$ cat src/rtl/sts_pkg.sv
package sts_pkg;
  // Number of upper bits per status register that are live by default
  localparam int LIVE_TOP_BITS = 2;

  typedef enum logic [0:0] {
    SEL_STATUS = 1'b0,
    SEL_MASK   = 1'b1
  } sel_kind_e;

  // Default sticky map for one register: low bits sticky, top bits live
  function automatic logic [7:0] default_sticky_byte();
    return 8'hFF >> LIVE_TOP_BITS;
  endfunction
endpackage

$ cat src/rtl/sts_bit_bank.sv
module sts_bit_bank #(
  parameter int          W      = 8,
  parameter logic [W-1:0] STICKY = '1
) (
  input  logic         clk,
  input  logic         rst,
  input  logic [W-1:0] evt_i,
  input  logic [W-1:0] clr_i,
  output logic [W-1:0] status_o,
  output logic [W-1:0] pend_o
);
  logic [W-1:0] prev_q;
  logic [W-1:0] sticky_q;
  logic [W-1:0] rise;

  assign rise = evt_i & ~prev_q;

  always_ff @(posedge clk) begin
    if (rst) begin
      prev_q   <= '0;
      sticky_q <= '0;
    end else begin
      prev_q   <= evt_i;
      // an edge in the same cycle as a clear wins
      sticky_q <= ((sticky_q & ~clr_i) | rise) & STICKY;
    end
  end

  for (genvar i = 0; i < W; i++) begin : g_bit
    if (STICKY[i]) begin : g_sticky
      assign status_o[i] = sticky_q[i];
    end else begin : g_live
      assign status_o[i] = evt_i[i];
    end
  end

  assign pend_o = sticky_q;

  // sticky bits hold unless cleared
  assert_sticky_hold_R3: assert property (@(posedge clk) disable iff (rst)
    1'b1 |=> (($past(sticky_q) & ~$past(clr_i) & ~sticky_q) == '0));

  // a rising edge always leaves the sticky bit set, even against a clear
  assert_edge_sets_R6: assert property (@(posedge clk) disable iff (rst)
    1'b1 |=> (($past(evt_i) & ~$past(prev_q) & STICKY & ~sticky_q) == '0));

  // a bit only turns on because of a fresh edge
  assert_no_spurious_set_R4: assert property (@(posedge clk) disable iff (rst)
    1'b1 |=> ((sticky_q & ~$past(sticky_q) & ~($past(evt_i) & ~$past(prev_q))) == '0));
endmodule

$ cat src/rtl/sts_mask_reg.sv
module sts_mask_reg #(
  parameter int W = 8
) (
  input  logic         clk,
  input  logic         rst,
  input  logic         we_i,
  input  logic [W-1:0] wdata_i,
  output logic [W-1:0] mask_o
);
  always_ff @(posedge clk) begin
    if (rst)       mask_o <= '1;
    else if (we_i) mask_o <= wdata_i;
  end

  assert_mask_stable_R8: assert property (@(posedge clk) disable iff (rst)
    !we_i |=> $stable(mask_o));
endmodule

$ cat src/rtl/sts_host_port.sv
module sts_host_port #(
  parameter int NREG   = 2,
  parameter int W      = 8,
  parameter int ADDR_W = 2
) (
  input  logic              clk,
  input  logic              rst,
  input  logic              wr_en_i,
  input  logic              rd_en_i,
  input  logic [ADDR_W-1:0] addr_i,
  input  logic [W-1:0]      wdata_i,
  input  logic [NREG*W-1:0] status_i,
  input  logic [NREG*W-1:0] mask_i,
  output logic [NREG*W-1:0] clr_o,
  output logic [NREG-1:0]   mask_we_o,
  output logic [W-1:0]      rdata_o,
  output logic              rd_valid_o
);
  import sts_pkg::*;

  sel_kind_e       kind;
  logic [W-1:0]    rd_mux;
  int unsigned     idx;

  always_comb begin
    idx = 32'(addr_i);
    kind = (idx >= NREG) ? SEL_MASK : SEL_STATUS;
    if (kind == SEL_MASK) idx = idx - NREG;
  end

  always_comb begin
    clr_o     = '0;
    mask_we_o = '0;
    rd_mux    = '0;
    for (int r = 0; r < NREG; r++) begin
      if (idx == r) begin
        if (kind == SEL_STATUS) begin
          rd_mux = status_i[r*W +: W];
          if (wr_en_i) clr_o[r*W +: W] = wdata_i;
        end else begin
          rd_mux = mask_i[r*W +: W];
          if (wr_en_i) mask_we_o[r] = 1'b1;
        end
      end
    end
  end

  always_ff @(posedge clk) begin
    if (rst) begin
      rdata_o    <= '0;
      rd_valid_o <= 1'b0;
    end else begin
      rd_valid_o <= rd_en_i;
      if (rd_en_i) rdata_o <= rd_mux;
    end
  end

  assert_rd_pulse_R10: assert property (@(posedge clk) disable iff (rst)
    rd_en_i |=> rd_valid_o);
  assert_rd_hold_R10: assert property (@(posedge clk) disable iff (rst)
    !rd_en_i |=> (!rd_valid_o && $stable(rdata_o)));
  assert_one_mask_we_R10: assert property (@(posedge clk) disable iff (rst)
    $onehot0(mask_we_o));
endmodule

$ cat src/rtl/sts_irq_combine.sv
module sts_irq_combine #(
  parameter int N = 16
) (
  input  logic         clk,
  input  logic         rst,
  input  logic [N-1:0] pend_i,
  input  logic [N-1:0] mask_i,
  output logic         irq_n_o
);
  logic any_open;
  assign any_open = |(pend_i & ~mask_i);

  always_ff @(posedge clk) begin
    if (rst) irq_n_o <= 1'b1;
    else     irq_n_o <= ~any_open;
  end
endmodule

$ cat src/rtl/status_irq_ctrl.sv
module status_irq_ctrl #(
  parameter int NREG   = 2,
  parameter int REG_W  = 8,
  parameter logic [NREG*REG_W-1:0] STICKY_MAP = {NREG{sts_pkg::default_sticky_byte()}},
  localparam int NBITS  = NREG * REG_W,
  localparam int ADDR_W = (2 * NREG > 1) ? $clog2(2 * NREG) : 1
) (
  input  logic              clk,
  input  logic              rst,
  input  logic [NBITS-1:0]  evt_i,
  input  logic              wr_en_i,
  input  logic              rd_en_i,
  input  logic [ADDR_W-1:0] addr_i,
  input  logic [REG_W-1:0]  wdata_i,
  output logic [REG_W-1:0]  rdata_o,
  output logic              rd_valid_o,
  output logic              irq_n_o
);
  logic [NBITS-1:0] status_flat;
  logic [NBITS-1:0] pend_flat;
  logic [NBITS-1:0] mask_flat;
  logic [NBITS-1:0] clr_flat;
  logic [NREG-1:0]  mask_we;

  for (genvar r = 0; r < NREG; r++) begin : g_reg
    sts_bit_bank #(
      .W      (REG_W),
      .STICKY (STICKY_MAP[r*REG_W +: REG_W])
    ) u_bank (
      .clk      (clk),
      .rst      (rst),
      .evt_i    (evt_i[r*REG_W +: REG_W]),
      .clr_i    (clr_flat[r*REG_W +: REG_W]),
      .status_o (status_flat[r*REG_W +: REG_W]),
      .pend_o   (pend_flat[r*REG_W +: REG_W])
    );

    sts_mask_reg #(
      .W (REG_W)
    ) u_mask (
      .clk     (clk),
      .rst     (rst),
      .we_i    (mask_we[r]),
      .wdata_i (wdata_i),
      .mask_o  (mask_flat[r*REG_W +: REG_W])
    );
  end

  sts_host_port #(
    .NREG   (NREG),
    .W      (REG_W),
    .ADDR_W (ADDR_W)
  ) u_port (
    .clk        (clk),
    .rst        (rst),
    .wr_en_i    (wr_en_i),
    .rd_en_i    (rd_en_i),
    .addr_i     (addr_i),
    .wdata_i    (wdata_i),
    .status_i   (status_flat),
    .mask_i     (mask_flat),
    .clr_o      (clr_flat),
    .mask_we_o  (mask_we),
    .rdata_o    (rdata_o),
    .rd_valid_o (rd_valid_o)
  );

  sts_irq_combine #(
    .N (NBITS)
  ) u_irq (
    .clk     (clk),
    .rst     (rst),
    .pend_i  (pend_flat),
    .mask_i  (mask_flat),
    .irq_n_o (irq_n_o)
  );

  // interrupt follows pending state of banks and masks one cycle later
  assert_irq_low_R7: assert property (@(posedge clk) disable iff (rst)
    (|(pend_flat & ~mask_flat)) |=> !irq_n_o);
  assert_irq_release_R9: assert property (@(posedge clk) disable iff (rst)
    !(|(pend_flat & ~mask_flat)) |=> irq_n_o);
  // live positions never hold pending state
  assert_live_no_pend_R11: assert property (@(posedge clk) disable iff (rst)
    (pend_flat & ~STICKY_MAP) == '0);
endmodule

$ cat config.mk
export PLATFORM = sky130hd
export DESIGN_NAME = status_irq_ctrl
export DESIGN_NICKNAME = d
export VERILOG_FILES = /design/src/rtl/sts_pkg.sv /design/src/rtl/sts_bit_bank.sv /design/src/rtl/sts_mask_reg.sv /design/src/rtl/sts_host_port.sv /design/src/rtl/sts_irq_combine.sv /design/src/rtl/status_irq_ctrl.sv
export SDC_FILE = /design/constraint.sdc
export NUM_CORES = 1
export LEC_CHECK = 0
export ABC_AREA = 1
export BUFFER_PORTS_ARGS = -buffer_cell sky130_fd_sc_hd__buf_4
export CAP_MARGIN = 20
export CORE_ASPECT_RATIO = 0.7
export CORE_UTILIZATION = 30
export DETAILED_ROUTE_END_ITERATION = 6
export GPL_TIMING_DRIVEN = 0
export PLACE_DENSITY = 0.53
export SLEW_MARGIN = 30
export SYNTH_ARGS = -nofsm -noshare
export SYNTH_HDL_FRONTEND = slang
export SYNTH_SLANG_ARGS = --single-unit
$ cat constraint.sdc
create_clock -name clk -period 3.05 [get_ports clk]
set_clock_uncertainty 0.15 [all_clocks]
set_input_delay 0.4575 -clock clk [delete_from_list [all_inputs] [get_ports clk]]
set_output_delay 0.4575 -clock clk [all_outputs]
set_load 0.02 [all_outputs]
---- Yosys cells after proc, flatten, opt, wreduce, memory -nomap -nowiden ----
Cells that the tools add are included.
word-level totals
  bits in latches ......................... 0
  memory bits (writable) .................. 0
  memory bits (read-only) ................. 0
  output and inout bits ................... 10
  memories ................................ 0
  flip-flop bits (word level) ............. 50
  logic and storage cells ................. 41
  input port bits ......................... 30
cells by class
  mux-type cells .......................... 14
  equal/unequal tests ..................... 1
  divide/modulo/power cells ............... 0
  reduce and logical (&&, ||, !) cells .... 2
  bitwise gates (word level) .............. 13
  multiply operators ...................... 0
  shifts and indexed selects .............. 0
  add/subtract/negate cells ............... 1
  $lt $le $gt $ge ......................... 1
operator list
  kind                 number
  $eq 32x1->1 const B  1
  $logic_not 32->1     1
  $mux 32              1
  $mux 8               4
  $and 6x6->6          4
  $mux 6               4
  $not 6->6            4
  $and 14x16->16       1
  $not 16->16          1
  $reduce_or 16->1     1
  $or 6x6->6           2
  $mux 1               5
  $sub 2x2->3 const B  1
  $ge 2x2->1 const B   1
  $not 1->1            1

---- Depth between registers and ports, before layout ----
Gate-level depths: netlist of the first run.
  depth after elaboration ................. 8
  depth in mapped cells ................... 7
  depth with buffers taken out ............ 6

---- By module ----
From an unflattened synthesis of the first run, not the netlist that was laid out.
second synthesis, totals
  cell total of the unflattened synthesis .. 373
  area, all modules ....................... 2626.3 sq um
by module, submodules not included
  module           instances  area each (sq um)  seq. area each (sq um)  cells each
  sts_bit_bank     2          506.7              240.2                   67
  sts_host_port    1          858.3              180.2                   122
  sts_mask_reg     2          279.0              160.2                   35
  sts_irq_combine  1          196.4              20.0                    47

---- Worst setup path after synthesis of the first run ----
OpenSTA, ideal clock, no wires.
  path type ............................... in2reg
  from .................................... in wr_en_i
  to ...................................... reg g_reg[1].u_mask.mask_o[1]
  data arrival time ....................... 1.042 ns
  stages on the path ...................... 6
  required time ........................... 2.781 ns
  path slack .............................. 1.739 ns
  buffers on the path ..................... 2
  cells stage by stage .................... buf_2 nand3_2 inv_2 buf_6 a21oi_1 o21ai_1
on the way
  cells in the longest elaborated chain, start to end .. 3
RTL lines
  item                    RTL line               source
  start: declaration      status_irq_ctrl.sv:11  input logic wr_en_i,
  $mux 1                  sts_host_port.sv:42    if (wr_en_i) mask_we_o[r] = 1'b1;
  $mux 1                  sts_host_port.sv:37    if (kind == SEL_STATUS) begin
  $mux 1                  sts_host_port.sv:36    if (idx == r) begin
  end signal: assignment  sts_mask_reg.sv:12     else if (we_i) mask_o <= wdata_i;
  end: declaration        sts_mask_reg.sv:8      output logic [W-1:0] mask_o
Every way passes these cells.
A chain may end at the register's enable or synchronous reset.

---- Final worst setup path of the first run ----
  from .................................... reg u_port.rdata_o[2]
  to ...................................... out rdata_o[2]
RTL lines
  item                      RTL line               source
  start: declaration        sts_host_port.sv:16    output logic [W-1:0] rdata_o,
  start signal: assignment  sts_host_port.sv:54    if (rd_en_i) rdata_o <= rd_mux;
  end: declaration          status_irq_ctrl.sv:15  output logic [REG_W-1:0] rdata_o,
No word-level cell between the ends.

==> flow_summary.yaml, run 1 <==
run_status:
  status: "completed"
routing:
  drt_iter0_markers: 56
  wl_per_cell_microns: 12.1
  drcViolationCount: 0
  vias: 1960
  dr.pass1.iters: 4
  viasPerCell: 4.52
  final_antenna_net_count: 0
  finalWirelength_mm: 5.26
sta:
  rsz0062_at_grt: "false"
  finalHoldViolations: 0
  post-route-period-util_pct: 45.8
  maxSlewHeadroom_pct: 69.5
  setup_ws_ps: 1650
  finalSetupViolCount: 0
  fin_crit_ps: 1400
  max_clock_freq_mhz: 716
  finalSetupTns_ps: 0
  final-max-slew-violation-count: 0
  tightest_slew_ps: 458
  holdWs_ps: 215
setup_path:
  rr_startpoint: "g_reg[1].u_bank.pend_o[0]"
  crit_start: "u_port.rdata_o[2]"
  slowest_stage: "dfxtp_1"
  crit_buf_inv: 1
  path_delay_family: "flip-flops"
  crit_chain: "buf_4"
  max_stage_delay_ps: 350
  worst-setup-path-type: "register to primary output"
  crit_required_ps: 2440
  crit_path_start_kind: "register"
  end_kind: "primary output"
  worst-path-max-fanout: 2
  arrival_ps: 790
placement:
  placed_cells: 426
  io_buffers: 37
  preCtsSetupSlack_ps: 1490
  gp_congestion: 0.867
  detailed_place_hpwl_mm: 4.13
logic_synthesis:
  yosysTopAreaCell: "dfxtp_1"
  yosys_warnings: 0
  syn_nets: 325
  syn-cell-area_sq_mm: 0.00214
  syn-mean-instance-area_sq_um: 7.24
  yosysUniqueCellTypes: 15
  netlist_top_cells_area: "dfxtp_1, nand2_1, inv_1"
  yosysSeqAreaShare_pct: 46.8
  netlist.area_leader.share_pct: 46.8
  syn_inst: 295
  ys_seq_elements: 50
global_routing:
  grt_pass1_vias: 1863
  grt.total_usage_pct: 15.6
  antenna_found_initial: 0
  grt_max_degree: 15
  grt_pass1_wl_mm: 8.73
  overflow: 0
floorplan:
  start_util_pct: 31.3
  die_x_microns: 103
  std_cell_rows: 25
  die_area_sq_mm: 0.00747
  coreArea_sq_mm: 0.00682
  die_y_microns: 72.6
  ioPinCount: 40
flow_run:
  cap_viol_max_count: 0
clocking:
  path_clk_slew_ps: 90
  post_cts_buffers: 0
  cts_tree: "done"
  worst_skew_pair.late_latency_ps: 290
  cts_buffers: 5
  cts_resized: 0
  cts-root-buf: "clkbuf_8"
  cts_max_level: 2
  cts.sinks: 50
  clock_path_buffers: 2
  hold_buffers: 0
worst_hold_path:
  holdCritPathClass: "primary input to register"
  hold_path.startpoint: "wdata_i[7]"
pwr:
  peakVddDrop_mv: 0.219
  p_total_mw: 1.32
  powerDensity_mw_per_mm2: 504
  p_leak_nw: 1.32
finish:
  final_cell_mix: "nand2_1, dfxtp_1, buf_4"
  nets: 369
  layout.cells.non_filler: 434
  drive_gt1_share_pct: 20.3
  area_growth_pct: 22.8
  fillers: 781
  final_common_cell: "nand2_1"
  antenna_cells: 0
  ff_latch_area_sq_mm: 0.00100
  multi_input_area_sq_um: 870
==> final cells by class <==
type	count	share of cell area, %
Inverter	42	6.01
Sequential cell	50	38.1
Buffer	15	4.15
Timing Repair Buffer	37	10.6
Clock buffer	7	3.29
Tap cell	94	4.48
Multi-Input combinational cell	188	33.1
Clock inverter	1	0.191
==> layer usage <==
layer / up-vias / routed length [microns] / track usage, %
li1: 1015 / - / -
met1: 895 / 2690 / 22.1
met2: 48 / 2240 / 23.7
met3: 2 / 303 / 3.64
met4: 0 / 24 / 4.23
met5: - / 0 / 0
==> cell usage after synthesis, drive strengths merged <==
| cell | count |
|---|---|
| nand2 | 85 |
| o211ai | 6 |
| nand3 | 30 |
| buf | 13 |
| nor2 | 16 |
| inv | 42 |
| a21oi | 13 |
| o21ai | 38 |
| clkbuf | 2 |
| dfxtp | 50 |
==> stage by stage <==
| stage | util, % | area (sq um) |
|---|---|---|
| finish | 38.5 | 2620 |
| global route | 38.5 | 2620 |
| global placement | 37.1 | 2530 |
| detailed placement | 37.1 | 2530 |
| floorplan | - | 2140 |
| CTS | 38.5 | 2620 |
==> logic make-up (layout without fill, tap and decap cells) <==
group | after synthesis | after routing | share of synthesized area [%]
AO/OA/AOI/OAI | 57 | 57 | 15.5
buffers and inverters | 57 | 102 | 12.5
flip-flops | 50 | 50 | 46.8
AND/OR/NAND/NOR | 131 | 131 | 25.2
==> where the power goes <==
part           internal, mW  switching (mW)
logic                0.0889           0.116
registers             0.699          0.0242
clock network         0.183           0.211
==> registers in the layout, indices dropped and copies added, names as in the netlist <==
| signal | cells |
|---|---|
| g.u_bank.pend_o | 12 |
| g.u_bank.prev_q | 12 |
| g.u_mask.mask_o | 16 |
| u_irq.irq_n_o | 1 |
| u_port.rd_valid_o | 1 |
| u_port.rdata_o | 8 |
==> path summary, 6_finish.rpt <==
check             slack, ps  cells after the start                   endpoint
hold reg to reg         320                      3  g_reg[1].u_bank.pend_o[4]
setup / recovery       1650                      1                 rdata_o[2]
setup reg to reg       2060                      5              u_irq.irq_n_o
hold / removal          220                      3  g_reg[0].u_mask.mask_o[7]
Note: power is estimated with default switching activity, not from simulation.
==> run 2: changes to the inputs <==
--- a/config.mk
+++ b/config.mk
@@ -12,7 +12,7 @@
 export CORE_UTILIZATION = 30
 export DETAILED_ROUTE_END_ITERATION = 6
 export GPL_TIMING_DRIVEN = 0
-export PLACE_DENSITY = 0.53
+export PLACE_DENSITY = 0.55
 export SLEW_MARGIN = 30
 export SYNTH_ARGS = -nofsm -noshare
 export SYNTH_HDL_FRONTEND = slang
==> constraint.sdc (replaced) <==
create_clock -name clk -period 1.2 [get_ports clk]
set_clock_uncertainty 0.15 [all_clocks]
set_input_delay 0.18 -clock clk [delete_from_list [all_inputs] [get_ports clk]]
set_output_delay 0.18 -clock clk [all_outputs]
set_load 0.02 [all_outputs]
==> run 2 against run 1 <==
Die area unchanged. Register-to-register slack got worse by 1900 ps. Via count increased by 2.0%. Sequential power increased to 2.5 times the previous value. Sequential share of layout area decreased by 2.9 points. Clock power increased to 2.9 times the previous value. Combinational power increased to 2.8 times the previous value. First-iteration DRC count increased by 64%. Clock-buffer cell count increased by 1. Cell count increased by 4.6%. Global-route usage increased by 0.94 points. Worst setup slack got worse by 1600 ps. Largest cell class unchanged. Largest power group unchanged.
==> flow_summary.yaml, run 2 (same netlist as run 1, synthesis figures left out) <==
setup_path:
  slowest_stage: "dfxtp_1"
  arrival_ps: 790
  worst-path-max-fanout: 2
  crit_buf_inv: 1
  worst-setup-path-type: "register to primary output"
  end_kind: "primary output"
  crit_chain: "buf_4"
  path_delay_family: "flip-flops"
  crit_required_ps: 870
  crit_path_start_kind: "register"
  max_stage_delay_ps: 340
sta:
  fin_crit_ps: 1120
  finalHoldViolations: 0
  finalSetupTns_ps: 0
  setup_ws_ps: 84.0
  final-max-slew-violation-count: 0
  finalSetupViolCount: 0
  rsz0062_at_grt: "false"
  max_clock_freq_mhz: 896
  post-route-period-util_pct: 93.0
  tightest_slew_ps: 479
  maxSlewHeadroom_pct: 68.1
  holdWs_ps: 72.9
run_status:
  status: "completed"
clocking:
  cts.sinks: 50
  clock_path_buffers: 2
  post_cts_buffers: 0
  path_clk_slew_ps: 90
  worst_skew_pair.late_latency_ps: 310
  cts_tree: "done"
  cts_buffers: 5
  cts-root-buf: "clkbuf_8"
  cts_max_level: 2
floorplan:
  std_cell_rows: 25
  ioPinCount: 40
  start_util_pct: 31.3
  coreArea_sq_mm: 0.00682
  die_y_microns: 72.6
  die_x_microns: 103
  die_area_sq_mm: 0.00747
flow_run:
  cap_viol_max_count: 0
finish:
  largest_reg_flops: 16
  final_cell_mix: "nand2_1, dfxtp_1, buf_4"
  area_growth_pct: 33.0
  post-route-util_pct: 41.7
  antenna_cells: 0
  regMostFlops: "g.u_mask.mask_o"
  fillers: 758
  final_cell_area_sq_mm: 0.00284
  nets: 389
  layout.cells.non_filler: 454
  final_common_cell: "nand2_1"
  drive_gt1_share_pct: 19.4
global_routing:
  use_met3_pct: 3.16
  grt_pass1_wl_mm: 9.12
  grt_pass1_vias: 1950
  overflow: 0
  grt_use_met2_pct: 25.4
  busiest_layer: "met2"
  grt_max_degree: 15
  grt.total_usage_pct: 16.5
  antenna_found_initial: 0
  gr-usage-met1_pct: 23.3
placement:
  placed_cells: 426
  detailed_place_hpwl_mm: 4.09
  place_area_sq_mm: 0.00253
  preCtsSetupSlack_ps: -70.4
  io_buffers: 37
  gp_congestion: 0.858
worst_hold_path:
  holdCritPathClass: "primary input to register"
routing:
  final_antenna_net_count: 0
  vias: 2000
  drt_iter0_markers: 92
  wl_per_cell_microns: 12.0
  viasPerCell: 4.41
  finalWirelength_mm: 5.44
  drcViolationCount: 0
  dr.pass1.iters: 4
pwr:
  p_switching_mw: 0.926
  intPower_mw: 2.63
  powerDensity_mw_per_mm2: 1250
  swShare_pct: 26.1
  seq_power_share_pct: 51.8
  p_comb_share_pct: 16.2
  p_total_mw: 3.55
  pwr-share-clk_pct: 32.0
  peakVddDrop_mv: 0.394
  p_leak_nw: 1.42
## run 2: metal layers
layer  up-vias  share of wire, %
met3         7               5.0
li1       1057                 -
met5         -                 0
met1       893                52
met4         0               1.1
met2        43                42
## run 2: final cells by class
class	instances	area, sq um	area share (%)
buffer	15	109	3.83
clock buffer	8	110	3.87
inverter	42	158	5.55
multi-input combinational	188	870	30.6
sequential	50	1000	35.2
tap	94	118	4.14
timing repair buffer	57	478	16.8
## run 2: final timing paths
| kind | start | to | slack (ps) | depth (start not counted) |
|---|---|---|---|---|
| max reg2reg | g_reg[1].u_bank.pend_o[0] | u_irq.irq_n_o | 170 | 5 |
| min reg2reg | g_reg[1].u_bank.prev_q[3] | g_reg[1].u_bank.pend_o[3] | 320 | 3 |
| min | rd_en_i | u_port.rdata_o[3] | 70 | 3 |
| max | u_port.rdata_o[2] | rdata_o[2] | 80 | 1 |
## run 2: timing repair
item,CTS,global route
endpoints found under the setup margin,0,2
resized for setup,0,2
hold buffers,20,0
endpoints found under the hold margin,28,0
## run 2: worst register-to-register path: stages, from the launching register on
cell and delay (ps):
dfxtp_1 380, inv_1 50, o21ai_0 150, nor2_1 50
nand3_1 90, nand2_1 60
## run 2: power groups by stage
stage,Combinational [mW],Clock [mW],Sequential (mW)
after CTS,0.581,1.16,1.84
final,0.577,1.14,1.84
after global routing,0.654,1.23,1.85
after detailed placement,0.528,0,1.88
after floorplan,0.288,0,1.89
after global placement,0.524,0,1.88
==> run 3: changes to the inputs <==
--- a/config.mk
+++ b/config.mk
@@ -12,7 +12,9 @@
 export CORE_UTILIZATION = 30
 export DETAILED_ROUTE_END_ITERATION = 6
 export GPL_TIMING_DRIVEN = 0
+export MAX_ROUTING_LAYER = met4
 export PLACE_DENSITY = 0.55
+export SETUP_SLACK_MARGIN = 0.15
 export SLEW_MARGIN = 30
 export SYNTH_ARGS = -nofsm -noshare
 export SYNTH_HDL_FRONTEND = slang
==> run 3 against run 2 <==
The flow now finishes with violations (negative hold slack). Critical path depth is the same. Wire length grew 3.7%. Total power shrank 1.8%. Highest routed layer unchanged. First-iteration DRC count grew 33%. Register-to-register slack gained 20 ps. Design area grew 2.9%. Maximum frequency grew 3.1%. Utilization grew 1.2 points. Worst setup slack gained 34 ps. Die area is the same. Sequential power is essentially flat.
==> flow_summary.yaml, run 3 (same netlist as run 1, synthesis figures left out) <==
finish:
  final_cell_mix: "nand2_1, inv_1, dfxtp_1"
  fillers: 741
  regMostFlops: "g.u_mask.mask_o"
  layout.cells.non_filler: 454
  drive_gt1_share_pct: 27.5
  area_growth_pct: 36.8
  antenna_cells: 0
  largest_reg_flops: 16
  final_common_cell: "nand2_1"
  nets: 389
worst_hold_path:
  hold_path.startpoint: "wdata_i[4]"
  holdCritPathClass: "primary input to register"
  holdPathStages: 3
routing:
  drt_iter0_markers: 122
  viasPerCell: 4.54
  drcViolationCount: 0
  dr.pass1.iters: 4
  wl_per_cell_microns: 12.4
  final_antenna_net_count: 0
  vias: 2062
  finalWirelength_mm: 5.65
setup_path:
  worst-setup-path-type: "register to primary output"
  crit_buf_inv: 1
  worst-path-max-fanout: 2
  r2r_cells: 5
  crit_required_ps: 870
  cp_num_cells: 1
  crit_start: "u_port.rdata_o[2]"
  path_delay_family: "flip-flops"
  crit_chain: "buf_6"
  slowest_stage: "dfxtp_2"
  crit_path_start_kind: "register"
  rr_startpoint: "g_reg[1].u_bank.pend_o[0]"
  end_kind: "primary output"
  max_stage_delay_ps: 340
  arrival_ps: 750
global_routing:
  grt_pass1_wl_mm: 9.40
  grt.total_usage_pct: 17.0
  overflow: 0
  grt_pass1_vias: 2031
  grt_max_degree: 15
  antenna_found_initial: 0
sta:
  finalSetupTns_ps: 0
  maxSlewHeadroom_pct: 66.1
  fin_crit_ps: 1080
  finalHoldViolations: 2
  rsz0062_at_grt: "true"
  setup_ws_ps: 118
  post-route-period-util_pct: 90.2
  final-max-slew-violation-count: 0
  holdWs_ps: -19.5
  finalSetupViolCount: 0
  tightest_slew_ps: 509
  max_clock_freq_mhz: 924
clocking:
  clock_path_buffers: 2
  post_cts_buffers: 0
  cts_max_level: 2
  path_clk_slew_ps: 80
  cts_buffers: 5
  cts_tree: "done"
  cts.sinks: 50
  worst_skew_pair.late_latency_ps: 300
  cts-root-buf: "clkbuf_8"
run_status:
  status: "finished, violations left"
  violations: "negative hold slack"
floorplan:
  std_cell_rows: 25
  coreArea_sq_mm: 0.00682
  die_x_microns: 103
  ioPinCount: 40
  die_area_sq_mm: 0.00747
  start_util_pct: 31.3
  die_y_microns: 72.6
placement:
  io_buffers: 37
  placed_cells: 426
  detailed_place_hpwl_mm: 4.10
  preCtsSetupSlack_ps: -99.8
  gp_congestion: 0.865
pwr:
  powerDensity_mw_per_mm2: 1190
  peakVddDrop_mv: 0.414
  p_leak_nw: 1.49
flow_run:
  cap_viol_max_count: 0
[run 3: changes by cell type in the layout (fill, tap and decap cells not counted), sizes merged]
cell and change:
clkbuf -1, dlygate4sd3 -9, dlymetal6s4s +9, clkinv +1
[run 3: layer usage]
layer | share of wire, % | global-route usage, %
met1 | 53 | 23.4
met4 | 0.94 | 3.91
met2 | 42 | 26.0
met5 | 0 | -
met3 | 4.4 | 3.26
[run 3: path summary, 6_finish.rpt]
| path | end | slack (ps) |
|---|---|---|
| worst max-delay path | rdata_o[2] | 120 |
| worst min-delay path | g_reg[0].u_mask.mask_o[4] | -20 |
| worst max register to register | u_irq.irq_n_o | 190 |
| worst min register to register | g_reg[1].u_mask.mask_o[1] | 320 |
[run 3: cell type report]
class                           count  area, sq um  share of cell area (%)
Sequential cell                    50         1020                    35.0
Multi-Input combinational cell    188          885                    30.3
Timing Repair Buffer               57          538                    18.4
Inverter                           42          158                    5.39
Tap cell                           94          118                    4.02
Buffer                             15          110                    3.77
Clock buffer                        7         86.3                    2.95
Clock inverter                      1         5.00                   0.171
[run 3: repair_timing]
| item | CTS | global route |
|---|---|---|
| setup endpoints to repair | 10 | 29 |
| hold buffers | 19 | 2 |
| pin swaps | 0 | 10 |
| gates resized for setup | 20 | 31 |
| hold endpoints to repair | 28 | 1 |
[run 3: report_power, final]
| group | internal, mW | switching, mW | leakage (nW) | total (mW) |
|---|---|---|---|---|
| Combinational | 0.294 | 0.316 | 1.02 | 0.610 |
| Sequential | 1.79 | 0.0696 | 0.416 | 1.86 |
| Clock | 0.467 | 0.558 | 0.0482 | 1.02 |
| Total | 2.55 | 0.943 | 1.49 | 3.49 |
[run 3: metrics by stage]
step | power (mW) | utilization, % | cell area, sq um | hold slack [ps]
floorplan | 2.18 | - | 2140 | 143
global placement | 2.40 | 37.1 | 2530 | 240
detailed placement | 2.41 | 37.1 | 2530 | 249
CTS | 3.49 | 42.0 | 2860 | -22.3
global route | 3.66 | 42.9 | 2920 | 1.05
finish | 3.49 | 42.9 | 2920 | -19.5
